### src/rtl/spi_wdog_pkg.sv
package spi_wdog_pkg;

  // serial-clock timeout in half-millisecond units, 0 = off
  function automatic int unsigned rst_tmo_half_ms(input logic [3:0] cfg);
    case (cfg)
      4'h0: return 0;
      4'h1: return 1;
      4'h2: return 2;
      4'h3: return 4;
      4'h4: return 6;
      4'h5: return 8;
      4'h6: return 10;
      4'h7: return 20;
      4'h8: return 30;
      4'h9: return 40;
      4'hA: return 60;
      4'hB: return 80;
      4'hC: return 100;
      4'hD: return 170;
      4'hE: return 200;
      default: return 400;
    endcase
  endfunction

  // link watchdog in half-millisecond units, 0 = off
  function automatic int unsigned wdt_half_ms(input logic [1:0] cfg);
    case (cfg)
      2'd0: return 80;
      2'd1: return 40;
      2'd2: return 20;
      default: return 0;
    endcase
  endfunction

  localparam int unsigned MAX_HALF_MS = 400;

endpackage

### src/rtl/spi_wdog_tick.sv
module spi_wdog_tick #(
  parameter int unsigned TICK_CLKS = 50
) (
  input  logic clk_i,
  input  logic rst_ni,
  output logic tick_o
);
  localparam int unsigned CW = (TICK_CLKS > 2) ? $clog2(TICK_CLKS) : 1;
  localparam logic [CW-1:0] LAST = CW'(TICK_CLKS - 1);

  logic [CW-1:0] cnt_q;
  logic          tick_q;

  always_ff @(posedge clk_i or negedge rst_ni) begin
    if (!rst_ni) begin
      cnt_q  <= '0;
      tick_q <= 1'b0;
    end else if (cnt_q == LAST) begin
      cnt_q  <= '0;
      tick_q <= 1'b1;
    end else begin
      cnt_q  <= cnt_q + 1'b1;
      tick_q <= 1'b0;
    end
  end

  assign tick_o = tick_q;

  p_tick_spaced_r2: assert property (@(posedge clk_i) disable iff (!rst_ni)
    tick_o |=> !tick_o);

endmodule

### src/rtl/spi_wdog_timer.sv
module spi_wdog_timer #(
  parameter int unsigned CNT_W = 18
) (
  input  logic             clk_i,
  input  logic             rst_ni,
  input  logic             tick_i,
  input  logic             restart_i,
  input  logic             en_i,
  input  logic [CNT_W-1:0] limit_i,
  output logic             expire_o
);
  logic [CNT_W-1:0] cnt_q;
  logic             exp_q;
  logic             hit;

  // >= tolerates a limit lowered mid-count
  assign hit = (cnt_q >= (limit_i - 1'b1));

  always_ff @(posedge clk_i or negedge rst_ni) begin
    if (!rst_ni) begin
      cnt_q <= '0;
      exp_q <= 1'b0;
    end else if (restart_i || !en_i) begin
      cnt_q <= '0;
      exp_q <= 1'b0;
    end else if (tick_i) begin
      if (hit) begin
        cnt_q <= '0;
        exp_q <= 1'b1;
      end else begin
        cnt_q <= cnt_q + 1'b1;
        exp_q <= 1'b0;
      end
    end else begin
      exp_q <= 1'b0;
    end
  end

  assign expire_o = exp_q;

  p_expire_needs_tick_r2: assert property (@(posedge clk_i) disable iff (!rst_ni)
    expire_o |-> $past(tick_i) && $past(en_i) && !$past(restart_i));

endmodule

### src/rtl/spi_wdog_cs_mon.sv
module spi_wdog_cs_mon (
  input  logic clk_i,
  input  logic rst_ni,
  input  logic cs_active_i,
  input  logic sclk_edge_i,
  input  logic cmd_done_i,
  input  logic discard_i,
  output logic abort_o
);
  logic cs_prev_q;
  logic busy_q;
  logic busy_d;

  assign busy_d = (busy_q || (sclk_edge_i && cs_active_i))
                  && !(cmd_done_i || discard_i || !cs_active_i);
  assign abort_o = cs_prev_q && !cs_active_i && busy_q && !cmd_done_i;

  always_ff @(posedge clk_i or negedge rst_ni) begin
    if (!rst_ni) begin
      cs_prev_q <= 1'b0;
      busy_q    <= 1'b0;
    end else begin
      cs_prev_q <= cs_active_i;
      busy_q    <= busy_d;
    end
  end

  p_busy_needs_cs_r8: assert property (@(posedge clk_i) disable iff (!rst_ni)
    busy_q |-> $past(cs_active_i));

endmodule

### src/rtl/spi_link_wdog.sv
module spi_link_wdog #(
  parameter int unsigned TICK_CLKS    = 50,
  parameter int unsigned TICKS_PER_MS = 1000
) (
  input  logic       clk_i,
  input  logic       rst_ni,
  input  logic       cs_active_i,
  input  logic       sclk_edge_i,
  input  logic       cmd_done_i,
  input  logic       frame_ok_i,
  input  logic [3:0] rst_tmo_cfg_i,
  input  logic [1:0] wdt_cfg_i,
  input  logic       clr_flags_i,
  output logic       spi_reset_o,
  output logic       failsafe_req_o,
  output logic       tmo_flag_o,
  output logic       cs_err_flag_o
);
  import spi_wdog_pkg::*;

  localparam int unsigned HALF_MS_TICKS = TICKS_PER_MS / 2;
  localparam int unsigned MAX_TICKS     = MAX_HALF_MS * HALF_MS_TICKS;
  localparam int unsigned CNT_W         = $clog2(MAX_TICKS + 1);

  logic             tick;
  logic             sclk_exp;
  logic             wdt_exp;
  logic             abort;
  logic [CNT_W-1:0] sclk_limit;
  logic [CNT_W-1:0] wdt_limit;
  logic             tmo_q;
  logic             cserr_q;

  assign sclk_limit = CNT_W'(rst_tmo_half_ms(rst_tmo_cfg_i) * HALF_MS_TICKS);
  assign wdt_limit  = CNT_W'(wdt_half_ms(wdt_cfg_i) * HALF_MS_TICKS);

  spi_wdog_tick #(.TICK_CLKS(TICK_CLKS)) u_tick (
    .clk_i  (clk_i),
    .rst_ni (rst_ni),
    .tick_o (tick)
  );

  spi_wdog_timer #(.CNT_W(CNT_W)) u_sclk_tmr (
    .clk_i     (clk_i),
    .rst_ni    (rst_ni),
    .tick_i    (tick),
    .restart_i (sclk_edge_i || !cs_active_i),
    .en_i      (rst_tmo_cfg_i != 4'h0),
    .limit_i   (sclk_limit),
    .expire_o  (sclk_exp)
  );

  spi_wdog_timer #(.CNT_W(CNT_W)) u_link_wdt (
    .clk_i     (clk_i),
    .rst_ni    (rst_ni),
    .tick_i    (tick),
    .restart_i (frame_ok_i),
    .en_i      (wdt_cfg_i != 2'd3),
    .limit_i   (wdt_limit),
    .expire_o  (wdt_exp)
  );

  spi_wdog_cs_mon u_cs_mon (
    .clk_i       (clk_i),
    .rst_ni      (rst_ni),
    .cs_active_i (cs_active_i),
    .sclk_edge_i (sclk_edge_i),
    .cmd_done_i  (cmd_done_i),
    .discard_i   (sclk_exp),
    .abort_o     (abort)
  );

  // set wins over clear
  always_ff @(posedge clk_i or negedge rst_ni) begin
    if (!rst_ni) begin
      tmo_q   <= 1'b0;
      cserr_q <= 1'b0;
    end else begin
      tmo_q   <= sclk_exp || (tmo_q && !clr_flags_i);
      cserr_q <= abort || (cserr_q && !clr_flags_i);
    end
  end

  assign spi_reset_o    = sclk_exp;
  assign failsafe_req_o = wdt_exp;
  assign tmo_flag_o     = tmo_q;
  assign cs_err_flag_o  = cserr_q;

  p_no_reset_when_off_r1: assert property (@(posedge clk_i) disable iff (!rst_ni)
    (rst_tmo_cfg_i == 4'h0 && $past(rst_tmo_cfg_i) == 4'h0) |-> !spi_reset_o);

  p_reset_needs_cs_r3: assert property (@(posedge clk_i) disable iff (!rst_ni)
    spi_reset_o |-> $past(cs_active_i) && !$past(sclk_edge_i));

  p_tmo_flag_follows_r4: assert property (@(posedge clk_i) disable iff (!rst_ni)
    spi_reset_o |=> tmo_flag_o);

  p_fs_off_r5: assert property (@(posedge clk_i) disable iff (!rst_ni)
    (wdt_cfg_i == 2'd3 && $past(wdt_cfg_i) == 2'd3) |-> !failsafe_req_o);

  p_fs_after_frame_r6: assert property (@(posedge clk_i) disable iff (!rst_ni)
    $past(frame_ok_i) |-> !failsafe_req_o);

  p_fs_single_r7: assert property (@(posedge clk_i) disable iff (!rst_ni)
    failsafe_req_o |=> !failsafe_req_o);

  p_cserr_cause_r8: assert property (@(posedge clk_i) disable iff (!rst_ni)
    $rose(cs_err_flag_o) |-> !$past(cs_active_i));

  p_flags_sticky_r10: assert property (@(posedge clk_i) disable iff (!rst_ni)
    (tmo_flag_o && !clr_flags_i) |=> tmo_flag_o);

endmodule

### config.mk
export PLATFORM = sky130hd
export DESIGN_NAME = spi_link_wdog
export DESIGN_NICKNAME = d
export VERILOG_FILES = /design/src/rtl/spi_wdog_pkg.sv /design/src/rtl/spi_wdog_tick.sv /design/src/rtl/spi_wdog_timer.sv /design/src/rtl/spi_wdog_cs_mon.sv /design/src/rtl/spi_link_wdog.sv
export SDC_FILE = /design/constraint.sdc
export NUM_CORES = 1
export LEC_CHECK = 0
export BUFFER_PORTS_ARGS = -buffer_cell sky130_fd_sc_hd__buf_2
export CORE_MARGIN = 3
export CORE_UTILIZATION = 30
export DETAILED_ROUTE_END_ITERATION = 8
export GPL_TIMING_DRIVEN = 1
export REMOVE_ABC_BUFFERS = 1
export SLEW_MARGIN = 20
export SYNTH_ARGS = -nofsm -noshare
export SYNTH_HDL_FRONTEND = slang
export SYNTH_SLANG_ARGS = --single-unit
### constraint.sdc
create_clock -name clk_i -period 6.9 [get_ports clk_i]
set_clock_uncertainty 0.15 [all_clocks]
set_input_delay 1.38 -clock clk_i [delete_from_list [all_inputs] [get_ports clk_i]]
set_output_delay 1.38 -clock clk_i [all_outputs]
set_load 0.02 [all_outputs]
# Yosys cells after proc, flatten, opt, wreduce, memory -nomap -nowiden
# Memories as Yosys holds them, arrays and structs flattened.
# Cells that the tools add are included.
[classes] n_eq_ne=4 mux=15 multipliers=2 reduce_logical=25 n_lt_le_gt_ge=2 n_addsub=5
[ops] op="2-to-1 mux 18 bit" n=6
[ops] op="multiplier 32 x 7 -> 16 bit (second input constant)" n=2
[ops] op="adder 18 x 1 -> 18 bit (second input constant)" n=2
[ops] op=">= comparator 18 bit" n=2
[ops] op="subtractor 18 x 1 -> 18 bit (second input constant)" n=2
[ops] op="case mux 7 bit (3 select lines)" n=1
[ops] op="logical OR 1 bit" n=8
[ops] op="logical AND 1 bit" n=7
[ops] op="2-to-1 mux 1 bit" n=7
[ops] op="adder 6 x 1 -> 6 bit (second input constant)" n=1
[ops] op="equality test 6 bit (second input constant)" n=1
[ops] op="zero test 1 bit" n=6
[ops] op="2-to-1 mux 6 bit" n=1
[ops] op="nonzero test 2 bit" n=2
[ops] op="nonzero test 4 bit" n=1
[ops] op="equality test 2 x 1 -> 1 bit (second input constant)" n=1
[ops] op="equality test 2 bit (second input constant)" n=1
[ops] op="zero test 2 bit" n=1
[ops] op="inequality test 2 bit (second input constant)" n=1
[totals] out_inout_bits=4 input_bits=13 mem_bits_ro=144 n_memories=1 word_cells=64 register_bits=49
[mem_list] name="(name not given)" depth=16 word_bits=9 read_ports=1 rd_ports_with_merged_regs=0 write_ports=0 line="spi_wdog_pkg.sv:5" source="case (cfg)"

# Longest topological paths before layout
# Gate-level depths: netlist of the first run.
[logic_depth] ltp_word=8 depth_mapped=32 ltp_nobuf=31

# Modules after synthesis
# A second synthesis of the first run with hierarchy kept.
[unflattened] cells_unflattened=692 hier_area_um2=6129.6
[modules_own_cells] mod="spi_wdog_timer" seq_area_each_um2=475.5 area_per_inst_um2=1716.6 instances=2 cells_per_inst=197
[modules_own_cells] mod="spi_link_wdog" seq_area_each_um2=50.0 area_per_inst_um2=2308.5 instances=1 cells_per_inst=265
[modules_own_cells] mod="spi_wdog_tick" seq_area_each_um2=175.2 area_per_inst_um2=310.3 instances=1 cells_per_inst=27
[modules_own_cells] mod="spi_wdog_cs_mon" seq_area_each_um2=50.0 area_per_inst_um2=77.6 instances=1 cells_per_inst=6

# Least setup slack after synthesis of the first run
# Ideal clock, no wire load.
[synth_path] path_type="in2reg" from="input rst_tmo_cfg_i[0]" to="register u_sclk_tmr.cnt_q[16]" setup_slack_ps=-1672 setup_time_ps=67 t_arrival_ps=8355 n_path_buf=1 required_time_ps=6683 cell_stages=29 cell_sequence="inv_1 -> ha_1 -> mux4_2 -> ha_1 -> ha_1 -> xor2_1 -> ha_1 -> a21o_1 -> fa_1 -> inv_1 -> fa_1 -> inv_1 -> ha_1 -> and2_4 -> a221o_1 -> or3_1 -> a2111o_1 -> nor2_1 -> or4b_1 -> xor2_1 -> ha_1 -> a21o_1 -> a21o_1 -> a21oi_1 -> o221ai_1 -> clkbuf_1 -> nor2_1 -> a21o_1 -> a22o_1"
[synth_between] elab_chain_cells=7 elab_cells_between_ends=11 cone_classes="1 x add/sub; 1 x mul; 1 x order compare; 3 x mux; 4 x reduce/logical; 1 x memory"
[synth_lines] element="start: declaration" line="spi_link_wdog.sv:11" source="input logic [3:0] rst_tmo_cfg_i,"
[synth_lines] element="memory (16 x 9 bit)"
[synth_lines] element="multiplier 32 x 7 -> 16 bit" line="spi_link_wdog.sv:34" source="assign sclk_limit = CNT_W'(rst_tmo_half_ms(rst_tmo_cfg_i) * HALF_MS_TICKS);"
[synth_lines] element="subtractor 18 x 1 -> 18 bit" line="spi_wdog_timer.sv:17" source="assign hit = (cnt_q >= (limit_i - 1'b1));"
[synth_lines] element=">= comparator 18 bit" line="spi_wdog_timer.sv:17"
[synth_lines] element="2-to-1 mux 18 bit" line="spi_wdog_timer.sv:27" source="if (hit) begin"
[synth_lines] element="2-to-1 mux 18 bit" line="spi_wdog_timer.sv:26" source="end else if (tick_i) begin"
[synth_lines] element="2-to-1 mux 18 bit" line="spi_wdog_timer.sv:23" source="end else if (restart_i || !en_i) begin"
[synth_lines] element="end signal: assignment" line="spi_wdog_timer.sv:31" source="cnt_q <= cnt_q + 1'b1;"
[synth_lines] element="end: declaration" line="spi_wdog_timer.sv:12" source="logic [CNT_W-1:0] cnt_q;"
# Parallel ways exist; a longest one is shown, timed or not. The select of a mux whose other input is x is not followed.
# A chain may end at the register's enable or synchronous reset.

# Worst setup path in the final report of the first run
[layout_path] from="input rst_tmo_cfg_i[1]" to="register u_sclk_tmr.cnt_q[2]"
# The elaborated chain is that of the path after synthesis.

==> impl_metrics.env, run 1 <==
export IMPL_status="finished, violations left"
export IMPL_failed_checks="setup timing"
export IMPL_syn_to_final_growth_pct=27.9
export IMPL_power_uw=1790
export IMPL_antenna_found_initial=0
export IMPL_grt_pass1_wl_mm=19.3
export IMPL_start_kind="input pin"
export IMPL_synthArstFlopShare_pct=100
export IMPL_coreArea_um2=16800
export IMPL_grt_pass1_vias=4131
export IMPL_port_buffer_count=16
export IMPL_synth_cell_type_count=53
export IMPL_period_share_pct=115
export IMPL_drive_gt1_share_pct=23.1
export IMPL_maxCapViolCount=0
export IMPL_wirelength_mm=11.1
export IMPL_syn_area_um2=5210
export IMPL_clockRootBuffer="clkbuf_16"
export IMPL_crit_fanout=5
export IMPL_ant_nets=0
export IMPL_post_synth_top_area_cell="dfrtp_1"
export IMPL_ys_seq_area_share_pct=23.5
export IMPL_holdBufCountCts=0
export IMPL_synth_area_top_cells="dfrtp_1 24%, ha_1 21%, fa_1 9.2%"
export IMPL_criticalPathCategory="in -> reg"
export IMPL_pin_count=17
export IMPL_cp_slowest_stage_delay_ns=0.53
export IMPL_synth_edf_count=0
export IMPL_start_util_pct=31.0
export IMPL_nets=820
export IMPL_numCtsBuffers=5
export IMPL_fin_ws_ns=-1.04
export IMPL_syn_instance_count=587
export IMPL_irDropWorstVdd_v=0.000168
export IMPL_dieArea_um2=19000
export IMPL_worstPathArrival_ns=8.01
export IMPL_rsz0062_at_grt="yes"
export IMPL_dpl_hpwl_mm=8.78
export IMPL_multi_input_area_um2=3930
export IMPL_fillers=1713
export IMPL_hold_depth=1
export IMPL_rr_endpoint="u_link_wdt.cnt_q[6]"
export IMPL_hold_path_class="reg -> reg"
export IMPL_slew_headroom_pct=58.3
export IMPL_grt_max_degree=50
export IMPL_path_clk_slew_ns=0.07
export IMPL_overflow=0
export IMPL_post_place_ws_ns=-1.82
export IMPL_setup_viol=19
export IMPL_min_to="cs_err_flag_o"
export IMPL_dieHeight_um=138
export IMPL_seqCellArea_um2=1230
export IMPL_ys_flop_type="dfrtp_1"
export IMPL_fmax_mhz=126
export IMPL_cts_max_path_buffers=2
export IMPL_yosys_warnings=0
export IMPL_cp_slowest_cell="mux4_2"
export IMPL_critPathMostFrequentCell="fa_1"
export IMPL_tns_ns=-18.16
export IMPL_powerDensity_nw_per_um2=269
export IMPL_power_leakage_uw=0.00342
export IMPL_required_ns=6.97
export IMPL_grt_usage_pct=12.3
export IMPL_die_w_um=138
export IMPL_finalCriticalPeriod_ns=7.94
export IMPL_min_from="cs_err_flag_o"
export IMPL_rows=47
export IMPL_syn_avg_cell_area_um2=8.88
export IMPL_cts_sinks=49
export IMPL_clk_latency_ns=0.30
export IMPL_cts_tree="built"
export IMPL_hold_viol_final=0
export IMPL_r2r_start="u_link_wdt.cnt_q[7]"
export IMPL_gp_congestion=0.784
export IMPL_yosysTopAreaCellShare_pct=23.5
export IMPL_htreeDepth=2
export IMPL_rr_worst_depth=9
export IMPL_rrSetupSlack_ns=4.29
export IMPL_drt_initial_drc_count=193
export IMPL_viasPerCell=4.74
export IMPL_wl_per_cell_um=12.1
export IMPL_synth_seq_cells=49
export IMPL_vias=4349
export IMPL_drc=0
export IMPL_antennaDiodeCount=0
export IMPL_end_kind="register"
export IMPL_drv_slew=0
export IMPL_dr_pass1_iters=4
export IMPL_tightest_slew_ns=0.621
## cell families after synthesis
family / count (synthesis) / synth area share (%)
buffers and inverters: 67 / 4.82
adder cells (fa/ha/maj): 111 / 30.1
multiplexers: 4 / 1.03
AO/OA/AOI/OAI: 119 / 14.9
AND/OR/NAND/NOR: 198 / 19.2
other: 1 / 0.0719
flip-flops: 49 / 23.5
XOR/XNOR: 38 / 6.39
## layout by cell type (no fill, tap or decap), types with 8 or more instances in the layout
master and instances:
a21oi_1 32, nand3_1 30, xor2_1 20, buf_4 90
inv_1 51, a21o_1 25, nor2_1 40, nand2b_1 10
a31oi_1 11, xnor2_1 17, fa_1 24, nand4_1 9
nand2_1 49, a22o_1 8, o21ai_0 19, ha_1 79
buf_2 14, nor3_1 8, dfrtp_1 49
## state kept, by name (all words and copies together) (netlist names)
signal	count
u_link_wdt.cnt_q	18
u_sclk_tmr.cnt_q	18
u_link_wdt.expire_o	1
u_tick.cnt_q	6
u_tick.tick_o	1
u_sclk_tmr.expire_o	1
cs_err_flag_o	1
tmo_flag_o	1
u_cs_mon.busy_q	1
u_cs_mon.cs_prev_q	1
## cell usage after synthesis, types with 3 or more instances
library cell  number
a211oi_1           3
a21o_1            25
a21oi_1           33
a221oi_1           3
a22o_1             8
a31oi_1           11
and3_1             5
and4_1             3
clkbuf_1          10
dfrtp_1           49
fa_1              24
ha_1              87
inv_1             56
nand2_1           52
nand2b_1          10
nand3_1           30
nand3b_1           4
nand4_1            9
nor2_1            42
nor2b_1            7
nor3_1            10
o21ai_0           21
or2_2              5
or3_1              6
xnor2_1           17
xor2_1            21
## layout make-up
type                            instances  share of cell area [%]
Clock buffer                            5                    1.88
Inverter                               56                    3.38
Sequential cell                        49                    18.4
Clock inverter                          3                   0.319
Tap cell                              220                    4.13
Timing Repair Buffer                  113                    13.0
Multi-Input combinational cell        471                    58.9
## power by group
group / switching (µW) / total, µW / internal, µW
registers: 0.327 / 288 / 288
clock network: 114 / 249 / 135
logic: 587 / 1260 / 669
## worst max-delay path: cells and delay by family
family	cells	cell delay, ns
simple gates	6	1.54
buf+inv	8	0.64
compound gates	6	1.24
fa+ha+maj	7	2.52
xor+xnor	1	0.15
mux	1	0.53
## metal layers
layer,vias up,global-route usage [%],wire length [µm]
li1,2288,-,-
met4,0,2.14,117
met5,-,0,0
met1,2017,18.5,5810
met2,34,19.0,4980
met3,10,1.57,203
## how the worst max path moves through the flow
stage / from / endpoint / slack (ns)
6_report: rst_tmo_cfg_i[1] / u_sclk_tmr.cnt_q[2] / -1.04
3_3_place_gp: rst_tmo_cfg_i[0] / u_sclk_tmr.cnt_q[3] / -1.68
4_1_cts: rst_tmo_cfg_i[1] / u_sclk_tmr.cnt_q[2] / -1.05
3_5_place_dp: rst_tmo_cfg_i[0] / u_sclk_tmr.cnt_q[15] / -1.82
5_1_grt: rst_tmo_cfg_i[1] / u_sclk_tmr.cnt_q[3] / -1.27
2_1_floorplan: rst_tmo_cfg_i[0] / u_sclk_tmr.cnt_q[17] / -1.79
## per-stage QoR
step           cells  cell area [µm²]  utilization, %  hold slack [ns]
6_report         917             6670            39.6            0.340
5_1_grt          917             6670            39.6            0.370
4_1_cts          912             6590            39.2            0.338
3_5_place_dp     898             6170            36.7            0.311
3_3_place_gp     898             6170            36.7            0.317
2_1_floorplan    576             5170               -            0.311
## repair_timing
item	in CTS	in global routing
gates cloned	1	0
pin swaps	28	19
endpoints found under the setup margin	19	19
setup buffers	5	5
hold endpoints to repair	0	0
resized for setup	51	11
Power figures use the tool's default switching activity.
==> run 2: changes to the inputs <==
--- a/config.mk
+++ b/config.mk
@@ -10,6 +10,7 @@
 export CORE_UTILIZATION = 30
 export DETAILED_ROUTE_END_ITERATION = 8
 export GPL_TIMING_DRIVEN = 1
+export MAX_ROUTING_LAYER = met4
 export REMOVE_ABC_BUFFERS = 1
 export SLEW_MARGIN = 20
 export SYNTH_ARGS = -nofsm -noshare
==> impl_metrics.env, run 2 (same netlist as run 1, synthesis figures left out) <==
export IMPL_status="finished, violations left"
export IMPL_failed_checks="setup timing"
export IMPL_antennaDiodeCount=0
export IMPL_cp_slowest_stage_delay_ns=0.53
export IMPL_instances_no_fill=917
export IMPL_vias=4358
export IMPL_crit_fanout=5
export IMPL_grt_usage_pct=12.6
export IMPL_end_kind="register"
export IMPL_dr_pass1_iters=4
export IMPL_viasPerCell=4.75
export IMPL_placed_area_um2=6170
export IMPL_coreArea_um2=16800
export IMPL_final_area_um2=6670
export IMPL_hold_viol_final=0
export IMPL_cts_max_path_buffers=2
export IMPL_rsz0062_at_grt="yes"
export IMPL_hold_slack_ns=0.340
export IMPL_drv_slew=0
export IMPL_ant_nets=0
export IMPL_tns_ns=-18.19
export IMPL_power_uw=1790
export IMPL_power_leakage_uw=0.00342
export IMPL_rows=47
export IMPL_grt_max_degree=50
export IMPL_powerDensity_nw_per_um2=269
export IMPL_required_ns=6.97
export IMPL_wl_per_cell_um=12.1
export IMPL_finalCriticalPeriod_ns=7.94
export IMPL_pin_count=17
export IMPL_dp_cells=898
export IMPL_drc=0
export IMPL_nets=820
export IMPL_top_regs="u_link_wdt.cnt_q: 18 flops, u_sclk_tmr.cnt_q: 18 flops, u_tick.cnt_q: 6 flops"
export IMPL_die_w_um=138
export IMPL_path_clk_slew_ns=0.07
export IMPL_port_buffer_count=16
export IMPL_period_share_pct=115
export IMPL_criticalPathCategory="in -> reg"
export IMPL_clk_latency_ns=0.29
export IMPL_dieHeight_um=138
export IMPL_hold_path_class="reg -> reg"
export IMPL_holdBufCountCts=0
export IMPL_cts_sinks=49
export IMPL_drt_initial_drc_count=175
export IMPL_maxCapViolCount=0
export IMPL_wirelength_mm=11.1
export IMPL_gp_congestion=0.795
export IMPL_worstPathArrival_ns=8.01
export IMPL_numCtsBuffers=5
export IMPL_syn_to_final_growth_pct=27.9
export IMPL_overflow=0
export IMPL_irDropWorstVdd_v=0.000168
export IMPL_start_util_pct=31.0
export IMPL_slew_headroom_pct=58.3
export IMPL_final_cell_mix="90 x buf_4, 79 x ha_1, 51 x inv_1"
export IMPL_start_kind="input pin"
export IMPL_clockRootBuffer="clkbuf_16"
export IMPL_dpl_hpwl_mm=8.78
export IMPL_grt_pass1_wl_mm=19.3
export IMPL_fin_ws_ns=-1.04
export IMPL_critPathMostFrequentCell="fa_1"
export IMPL_path_buf_inv=8
export IMPL_cp_slowest_cell="mux4_2"
export IMPL_crit_family="adder cells"
export IMPL_cts_tree="built"
export IMPL_dieArea_um2=19000
export IMPL_tightest_slew_ns=0.621
export IMPL_setup_viol=19
export IMPL_layout_commonest_cell="buf_4"
export IMPL_htreeDepth=2
export IMPL_drive_gt1_share_pct=23.1
export IMPL_fmax_mhz=126
export IMPL_grt_pass1_vias=4127
export IMPL_antenna_found_initial=0
-- run 2: cell counts in the layout (fill, tap and decap cells not counted) --
No cell type changed its count.
-- run 2: repair_timing --
| action | in CTS | in global routing |
|---|---|---|
| endpoints found under the setup margin | 19 | 19 |
| cloned | 1 | 0 |
| gates resized for setup | 51 | 11 |
| pin swaps | 28 | 19 |
| buffers inserted | 5 | 5 |
-- run 2: per-stage QoR --
step	worst slack, ns	util (%)
4_1_cts	-1.05	39.2
3_3_place_gp	-1.68	36.7
5_1_grt	-1.27	39.6
6_report	-1.04	39.6
2_1_floorplan	-1.79	-
3_5_place_dp	-1.82	36.7
-- run 2: area by class of cell --
cell class	instances	area [µm²]
fillers	1713	10200
well taps	220	275
flip-flops and latches	49	1230
inverters	56	225
clock inverters	3	21.3
multi-input cells	471	3930
repair buffers	113	865
clock buffers	5	125
-- run 2: path summary, 6_finish.rpt --
path | start | end | slack, ns | cells after the start
setup / recovery | rst_tmo_cfg_i[1] | u_sclk_tmr.cnt_q[2] | -1.04 | 29
min in group asynchronous | rst_ni | u_tick.cnt_q[3] | 1.02 | 2
max in group asynchronous | rst_ni | u_link_wdt.cnt_q[10] | 5.15 | 2
hold / removal | cs_err_flag_o | cs_err_flag_o | 0.34 | 1
hold reg to reg | cs_err_flag_o | cs_err_flag_o | 0.34 | 1
setup reg to reg | u_link_wdt.cnt_q[7] | u_link_wdt.cnt_q[6] | 4.29 | 9
-- run 2: metal layers --
layer / global-route usage (%) / wire [µm]
met2: 19.0 / 4970
met5: - / 0
met4: 2.14 / 118
met1: 18.5 / 5790
met3: 1.57 / 231
-- run 2: power by group --
part	internal [µW]	switching (µW)
clock	135	113
combinational	669	587
sequential	288	0.327
total	1090	700
-- run 2: worst register-to-register path, cell delays in order, from the launching register on --
cell and delay [ns]:
dfrtp_1 0.45, ha_1 0.33, a21o_1 0.15, a21o_1 0.17, a221oi_1 0.28, o21ai_0 0.22
a21oi_1 0.20, buf_4 0.29, o21ai_0 0.14, a31oi_1 0.17
